**src/rtl/intc_pkg.sv**
```systemverilog
// Package: shared register address encoding for the interrupt controller.
// Assumes a two-bit register select on the software port.
package intc_pkg;
    localparam int ADDR_W = 2;

    typedef enum logic [ADDR_W-1:0] {
        RA_MASK = 2'd0,
        RA_PRIO = 2'd1,
        RA_STAT = 2'd2,
        RA_NONE = 2'd3
    } reg_addr_e;
endpackage

```
**src/rtl/intc_edge.sv**
```systemverilog
// Module: intc_edge
// Registers each interrupt input once and keeps one cycle of history, then
// flags a low-to-high change per line. Assumes inputs are synchronous to clk.
module intc_edge #(
    parameter int NUM_LINES = 32
) (
    input  logic                 clk,
    input  logic                 rst_n,
    input  logic [NUM_LINES-1:0] lines_in,
    output logic [NUM_LINES-1:0] rise
);
    logic [NUM_LINES-1:0] samp_q;
    logic [NUM_LINES-1:0] hist_q;

    // Sample the inputs and keep the prior sample for comparison.
    always_ff @(posedge clk) begin
        if (!rst_n) begin
            samp_q <= '0;
            hist_q <= '0;
        end else begin
            samp_q <= lines_in;
            hist_q <= samp_q;
        end
    end

    // A rise is a line that is high now and was low one sample earlier.
    always_comb rise = samp_q & ~hist_q;
endmodule

```
**src/rtl/intc_regs.sv**
```systemverilog
// Module: intc_regs
// Holds the mask, priority and status registers with the software read/write
// port. Applies the mask (with a bypass for the lowest lines) to detected rises
// and reports any latch plus a software clear of the whole status register.
// Assumes one write per cycle and reads without side effects.
module intc_regs
    import intc_pkg::*;
#(
    parameter int NUM_LINES  = 32,
    parameter int NUM_BYPASS = 2
) (
    input  logic                 clk,
    input  logic                 rst_n,
    input  logic [NUM_LINES-1:0] rise,
    input  logic                 we,
    input  logic [ADDR_W-1:0]    addr,
    input  logic [NUM_LINES-1:0] wdata,
    output logic [NUM_LINES-1:0] rdata,
    output logic [NUM_LINES-1:0] mask_q,
    output logic [NUM_LINES-1:0] status_q,
    output logic                 any_latch,
    output logic                 sw_clear_all
);
    logic [NUM_LINES-1:0] prio_q;
    logic [NUM_LINES-1:0] line_en;
    logic [NUM_LINES-1:0] latch_vec;
    logic [NUM_LINES-1:0] kept;
    logic [NUM_LINES-1:0] status_d;
    reg_addr_e            sel;

    always_comb sel = reg_addr_e'(addr);

    // Per-line enable: bypass lines ignore the mask.
    for (genvar i = 0; i < NUM_LINES; i++) begin : g_en
        if (i < NUM_BYPASS) begin : g_byp
            assign line_en[i] = 1'b1;
        end else begin : g_msk
            assign line_en[i] = mask_q[i];
        end
    end

    // Lines that latch this cycle and the software-kept status bits.
    always_comb begin
        latch_vec = rise & line_en;
        any_latch = |latch_vec;
        kept      = (we && sel == RA_STAT) ? (status_q & wdata) : status_q;
        status_d  = kept | latch_vec;
        sw_clear_all = we && (sel == RA_STAT) && (kept == '0);
    end

    // Register state update for mask, priority and status.
    always_ff @(posedge clk) begin
        if (!rst_n) begin
            mask_q   <= '0;
            prio_q   <= '0;
            status_q <= '0;
        end else begin
            if (we && sel == RA_MASK) mask_q <= wdata;
            if (we && sel == RA_PRIO) prio_q <= wdata;
            status_q <= status_d;
        end
    end

    // Combinational read mux; the unused address reads zero.
    always_comb begin
        unique case (sel)
            RA_MASK: rdata = mask_q;
            RA_PRIO: rdata = prio_q;
            RA_STAT: rdata = status_q;
            default: rdata = '0;
        endcase
    end
endmodule

```
**src/rtl/intc_deliver.sv**
```systemverilog
// Module: intc_deliver
// Turns latch events into exception request pulses. A latch seen while the
// core's enable is low is held pending and retried each cycle. Assumes ie is
// synchronous to clk.
module intc_deliver (
    input  logic clk,
    input  logic rst_n,
    input  logic any_latch,
    input  logic ie,
    input  logic sw_clear_all,
    output logic pending_q,
    output logic req
);
    logic pending_d;

    // Request now if enabled and either a fresh latch or an older pending one.
    always_comb begin
        req = ie && (any_latch || pending_q);
        if (any_latch && !ie)
            pending_d = 1'b1;
        else if (ie || sw_clear_all)
            pending_d = 1'b0;
        else
            pending_d = pending_q;
    end

    // Pending flag register.
    always_ff @(posedge clk) begin
        if (!rst_n) pending_q <= 1'b0;
        else        pending_q <= pending_d;
    end
endmodule

```
**src/rtl/intc_wake_top.sv**
```systemverilog
// Module: intc_wake_top
// Interrupt controller top: edge capture, mask/status registers, exception
// request delivery and the wake pulse to power management. Assumes all inputs
// are synchronous to clk; reset is synchronous and active low.
module intc_wake_top
    import intc_pkg::*;
#(
    parameter int NUM_LINES  = 32,
    parameter int NUM_BYPASS = 2
) (
    input  logic                 clk,
    input  logic                 rst_n,
    input  logic [NUM_LINES-1:0] irq_lines,
    input  logic                 ie_flag,
    input  logic                 reg_we,
    input  logic [ADDR_W-1:0]    reg_addr,
    input  logic [NUM_LINES-1:0] reg_wdata,
    output logic [NUM_LINES-1:0] reg_rdata,
    output logic                 exc_req,
    output logic                 pm_clear
);
    logic [NUM_LINES-1:0] rise;
    logic [NUM_LINES-1:0] mask_q;
    logic [NUM_LINES-1:0] status_q;
    logic                 any_latch;
    logic                 sw_clear_all;
    logic                 pending_q;

    intc_edge #(.NUM_LINES(NUM_LINES)) u_edge (
        .clk(clk), .rst_n(rst_n), .lines_in(irq_lines), .rise(rise)
    );

    intc_regs #(.NUM_LINES(NUM_LINES), .NUM_BYPASS(NUM_BYPASS)) u_regs (
        .clk(clk), .rst_n(rst_n), .rise(rise), .we(reg_we), .addr(reg_addr),
        .wdata(reg_wdata), .rdata(reg_rdata), .mask_q(mask_q),
        .status_q(status_q), .any_latch(any_latch), .sw_clear_all(sw_clear_all)
    );

    intc_deliver u_dlv (
        .clk(clk), .rst_n(rst_n), .any_latch(any_latch), .ie(ie_flag),
        .sw_clear_all(sw_clear_all), .pending_q(pending_q), .req(exc_req)
    );

    // Wake pulse on any detected rise, masked or not.
    always_comb pm_clear = |rise;
endmodule

```
**config.mk**
```make
export PLATFORM = sky130hd
export DESIGN_NAME = intc_wake_top
export DESIGN_NICKNAME = d
export VERILOG_FILES = /design/src/rtl/intc_pkg.sv /design/src/rtl/intc_edge.sv /design/src/rtl/intc_regs.sv /design/src/rtl/intc_deliver.sv /design/src/rtl/intc_wake_top.sv
export SDC_FILE = /design/constraint.sdc
export NUM_CORES = 1
export LEC_CHECK = 0
export ABC_CLOCK_PERIOD_IN_PS = 1100
export CAP_MARGIN = 10
export CELL_PAD_IN_SITES_DETAIL_PLACEMENT = 2
export CELL_PAD_IN_SITES_GLOBAL_PLACEMENT = 2
export CORE_MARGIN = 1
export CORE_UTILIZATION = 36
export CTS_BUF_LIST = sky130_fd_sc_hd__clkbuf_4
export DETAILED_ROUTE_END_ITERATION = 12
export DONT_BUFFER_PORTS = 1
export GPL_ROUTABILITY_DRIVEN = 0
export GPL_TIMING_DRIVEN = 0
export PLACE_DENSITY_LB_ADDON = 0.2
export SYNTH_ARGS = -nofsm -noshare
export SYNTH_HDL_FRONTEND = slang
export SYNTH_SLANG_ARGS = --single-unit
```
**constraint.sdc**
```tcl
create_clock -name clk -period 1.1 [get_ports clk]
set_input_delay 0.11 -clock clk [delete_from_list [all_inputs] [get_ports clk]]
set_output_delay 0.11 -clock clk [all_outputs]
set_load 0.02 [all_outputs]
```
[Word-level counts from Yosys, hierarchy flattened]
Cells that the tools add are included.
W data, S select, Z words.
Word-level totals
  register bits after elaboration: 161
  bits in latches: 0
  bits in writable memories: 0
  memory bits (read-only): 0
  input port bits: 70
  output and inout port bits: 34
  word-level logic and storage cells: 31
  memories: 0
Operators by class
  add/sub/neg operators: 0
  multiply operators: 0
  divide/modulo/power cells: 0
  $lt $le $gt $ge: 0
  eq/ne operators: 2
  shifts and indexed selects: 0
  multiplexer cells: 4
  bitwise gates (word level): 5
  reduce and logical (&&, ||, !) cells: 14
Operators with widths (number)
  $and A32 B32 Y32: 3
  $pmux W32 S3: 1
  $reduce_or A32 Y1: 2
  $logic_not A32 Y1: 1
  $mux W32: 1
  $not A32 Y32: 1
  $or A32 B32 Y32: 1
  $logic_and A1 B1 Y1: 6
  $eq A2 B1 Y1 const B: 1
  $eq A2 B2 Y1 const B: 1
  $logic_not A2 Y1: 1
  $logic_or A1 B1 Y1: 2
  $mux W1: 2
  $reduce_bool A2 Y1: 1
  $logic_not A1 Y1: 1

[Longest topological paths before layout]
  depth in word-level cells: 8
  gate-level depth with buffers: 7

[By module]
A second synthesis with hierarchy kept.
Second synthesis, totals
  cells, all modules: 732
  area total of the unflattened synthesis: 6443.7 um2
Modules (own cells, without submodules)
  intc_regs: instances 1, cells an instance 549, area an instance 4374.2 um2
  intc_edge: instances 1, cells an instance 166, area an instance 1946.9 um2
  intc_wake_top: instances 1, cells an instance 11, area an instance 75.1 um2
  intc_deliver: instances 1, cells an instance 6, area an instance 47.5 um2

[Worst setup path before layout]
Ideal clock, no wire load.
  path type: reg2reg
  start: register u_regs.status_q[23]
  end: register u_dlv.pending_q
  arrival time: 1147 ps
  data required time: 977 ps
  setup slack: -170 ps
  stages on the path, launching flop included: 6
  buffers on the path: 0
  cells stage by stage: dfxtp_1 a22o_1 a221oi_1 nand4_1 nor4_1 o2bb2ai_1
On the way
  word-level cells in the longest chain between the ends: 6
Ends and longest elaborated chain
  start: declaration: RTL line intc_regs.sv:20  | output logic [NUM_LINES-1:0] status_q,
  start signal: assignment: RTL line intc_regs.sv:60  | status_q <= status_d;
  $and A32 B32 Y32: RTL line intc_regs.sv:46  | kept = (we && sel == RA_STAT) ? (status_q & wdata) : status_q;
  $mux W32 (*): RTL line intc_regs.sv:46
  $logic_not A32 Y1 (*): RTL line intc_regs.sv:48  | sw_clear_all = we && (sel == RA_STAT) && (kept == '0);
  $logic_and A1 B1 Y1 (*): RTL line intc_regs.sv:48
  $logic_or A1 B1 Y1 (*): RTL line intc_deliver.sv:21  | else if (ie || sw_clear_all)
  $reduce_bool A2 Y1 (no source line) (*)
  end signal: assignment: RTL line intc_deliver.sv:30  | else pending_q <= pending_d;
  end: declaration: RTL line intc_deliver.sv:11  | output logic pending_q,
Mark *: on every way between the ends. The rest lies on a longest branch, timed or not.
A chain may end at the register's enable or synchronous reset.

[Final worst setup path]
  start: register u_regs.mask_q[2]
  end: output port exc_req
On the way
  word-level cells in the longest chain between the ends: 4
Ends and longest elaborated chain
  start: declaration: RTL line intc_regs.sv:19  | output logic [NUM_LINES-1:0] mask_q,
  start signal: assignment: RTL line intc_regs.sv:58  | if (we && sel == RA_MASK) mask_q <= wdata;
  $and A32 B32 Y32: RTL line intc_regs.sv:44  | latch_vec = rise & line_en;
  $reduce_or A32 Y1: RTL line intc_regs.sv:45  | any_latch = |latch_vec;
  $logic_or A1 B1 Y1: RTL line intc_deliver.sv:18  | req = ie && (any_latch || pending_q);
  $logic_and A1 B1 Y1: RTL line intc_deliver.sv:18
  end: declaration: RTL line intc_wake_top.sv:19  | output logic exc_req,
Every way passes these cells.

==> out/results.tsv <==
metric	value	unit
cp_max_fo	3	
grtUsageTotal	28.3	%
worstHoldPathCells	3	
gr-total-overflow	0	
clkTransAtPathRegs	150	ps
worstPathArrival	2070	ps
wirelength	28000	um
synth_area	6840	um2
hold_end	u_regs.status_q[27]	
drt.antenna.violating_nets	0	
setup_slack	-1080	ps
critPathMaxStageDelay	400	ps
synth_edf_count	0	
post-route-min-period	2180	ps
drtIter0Drc	314	
finalMaxSlewViolations	0	
syn_to_final_growth	30.8	%
reg2reg_to	u_dlv.pending_q	
synthArstFlopShare	0	%
yosys_warnings	0	
crit_chain	nand3b_1, nand4_1, nor4b_2, nand3_1, o21a_2	
critPathKind	flop to primary output	
grt_first_pass_wirelength	40600	um
r2r_start	u_regs.mask_q[2]	
vias	6192	
period_share	199	%
fillers	1956	
hold_buffers	68	
first_pass_iters	4	
nets	953	
setup_tns	-12880	ps
hold_path.class	primary input to flop	
dp_slack	-839	ps
hold_viol_final	5	
grt_antenna_before_repair	1	
end_kind	primary output	
wl_per_cell	24.8	um
leakagePower	3.22	nW
grt_max_degree	17	
regArea	3350	um2
cts_made_buffers	17	
start_util	36.7	%
dp_hpwl	19600	um
yosysUniqueCellTypes	35	
core-area	18600	um2
vdd_drop_max	0.000610	V
syn_nets	843	
holdCritStartpoint	reg_we	
die_w	140	um
num_rows	50	
required	990	ps
fin_worst_skew	22.6	ps
r2r_cells	6	
vias_per_cell	5.48	
drcViolationCount	0	
rsz0062_at_grt	true	
final_common_cell	nand2_1	
clock-sinks	161	
final_layout_size_suffix_gt1_share	23.9	%
clockRootBuffer	clkbuf_4	
cp_slowest_cell	dfxtp_4	
clk_path_buf_depth	2	
r2r_slack	-500	ps
whs	-168	ps
synthFlopType	dfxtp_1	
maxCapViolations	0	
ys_seq_area_share	47.1	%
htree_num_levels	4	
power	11.7	mW
outcome	finished, violations left	
port_buffers	0	
critPathLaunchType	flop	
grt_pass1_vias	6655	
fp.dieH	140	um
finalSetupViolations	35	
clk_latency	580	ps
tritoncts	done	
ioPinCount	104	
tightest_slew	848	ps
final_cell_mix	nand2_1, dfxtp_1, a21boi_1	
p_per_area	1310	nW/um2
multiInputGateArea	3710	um2
syn_area_per_cell	8.85	um2
violations	negative hold slack, negative setup slack	
syn_inst	773	
dieArea	19600	um2
ys_ff_latch	161	
fmax	0.458	GHz
relSlewSlack	43.5	%
[registers in the layout (all words and copies together), names as in the netlist]
register / count
u_edge.hist_q: 32
u_edge.samp_q: 32
u_regs.mask_q: 32
u_regs.prio_q: 32
u_regs.status_q: 32
u_dlv.pending_q: 1
[cells in the mapped netlist, types with 3 or more instances]
master     count  area, um2
a22oi_1       10       75.1
o21ai_0       32        160
nand3b_1      29        218
mux2i_1       32        320
buf_6          7       78.8
inv_1         29        109
and2_1        64        400
nor2b_1        3       18.8
a22o_1         3       26.3
o21ai_1       12       60.1
clkbuf_1      24       90.1
a221oi_1       5       43.8
a21boi_1      93        698
buf_2         20        100
dfxtp_1      161       3220
nand4_1       11       68.8
o22ai_1        9       56.3
nor4_1         3       18.8
a21boi_0       3       22.5
nand2_1      185        694
nand4bb_1     20        225
[layer usage]
layer  up-vias  global-route usage [%]  share of wire [%]  routed length [um]
met5         -                       0                  0                   0
met4         0                    11.9                2.4                 662
met1      3127                    35.2                 42               11700
met3        43                    5.78                5.5                1560
li1       2848                       -                  -                   -
met2       174                    47.5                 50               14100
[metrics by stage]
step / cell area [um2] / cells / util [%]
after floorplan: 6970 / 773 / -
after global placement: 7260 / 1007 / 39.0
after detailed placement: 7260 / 1007 / 39.0
after CTS: 8560 / 1118 / 45.9
after global routing: 8950 / 1130 / 48.0
final: 8950 / 1130 / 48.0
[layout make-up]
class	instances	share of cell area, %
Antenna cell	1	0.0280
Buffer	51	3.34
Clock buffer	21	1.76
Clock inverter	10	1.79
Inverter	29	1.24
Multi-Input combinational cell	532	41.4
Sequential cell	161	37.4
Tap cell	234	3.27
Timing Repair Buffer	91	9.70
[worst max-delay path by stage]
stage	start	endpoint	slack (ps)	cells after the start
after floorplan	u_edge.hist_q[18]	exc_req	-130	5
after detailed placement	reg_addr[0]	u_dlv.pending_q	-840	7
after global routing	u_edge.hist_q[22]	exc_req	-1170	5
after CTS	u_regs.mask_q[2]	exc_req	-1040	5
final	u_regs.mask_q[2]	exc_req	-1080	5
after global placement	reg_addr[0]	u_dlv.pending_q	-780	7
[worst max-delay path, delay by kind of cell (launching register included)]
family	cells	cell delay [ps]
AO/OA/AOI/OAI	1	290
flip-flops	1	400
AND/OR/NAND/NOR	4	790
[where the power goes]
part	total (mW)	internal (mW)	switching [mW]	leakage, nW
sequential	6.22	6.01	0.202	1.35
combinational	1.44	0.646	0.795	1.71
clock	4.06	1.89	2.18	0.164
total	11.7	8.55	3.17	3.22
[what timing repair did]
item	4_1_cts	5_1_grt
pin swaps	45	34
cloned	0	0
buffers inserted	12	12
gates resized for setup	83	80
hold endpoints to repair	129	4
endpoints found under the setup margin	49	83
[logic make-up after synthesis]
group | synth area share, %
muxes | 4.68
buffers and inverters | 5.52
DFF | 47.1
AOI/OAI and AO/OA | 17.1
and+or+nand+nor | 25.5
No activity file was read; power rests on OpenSTA's default activity.
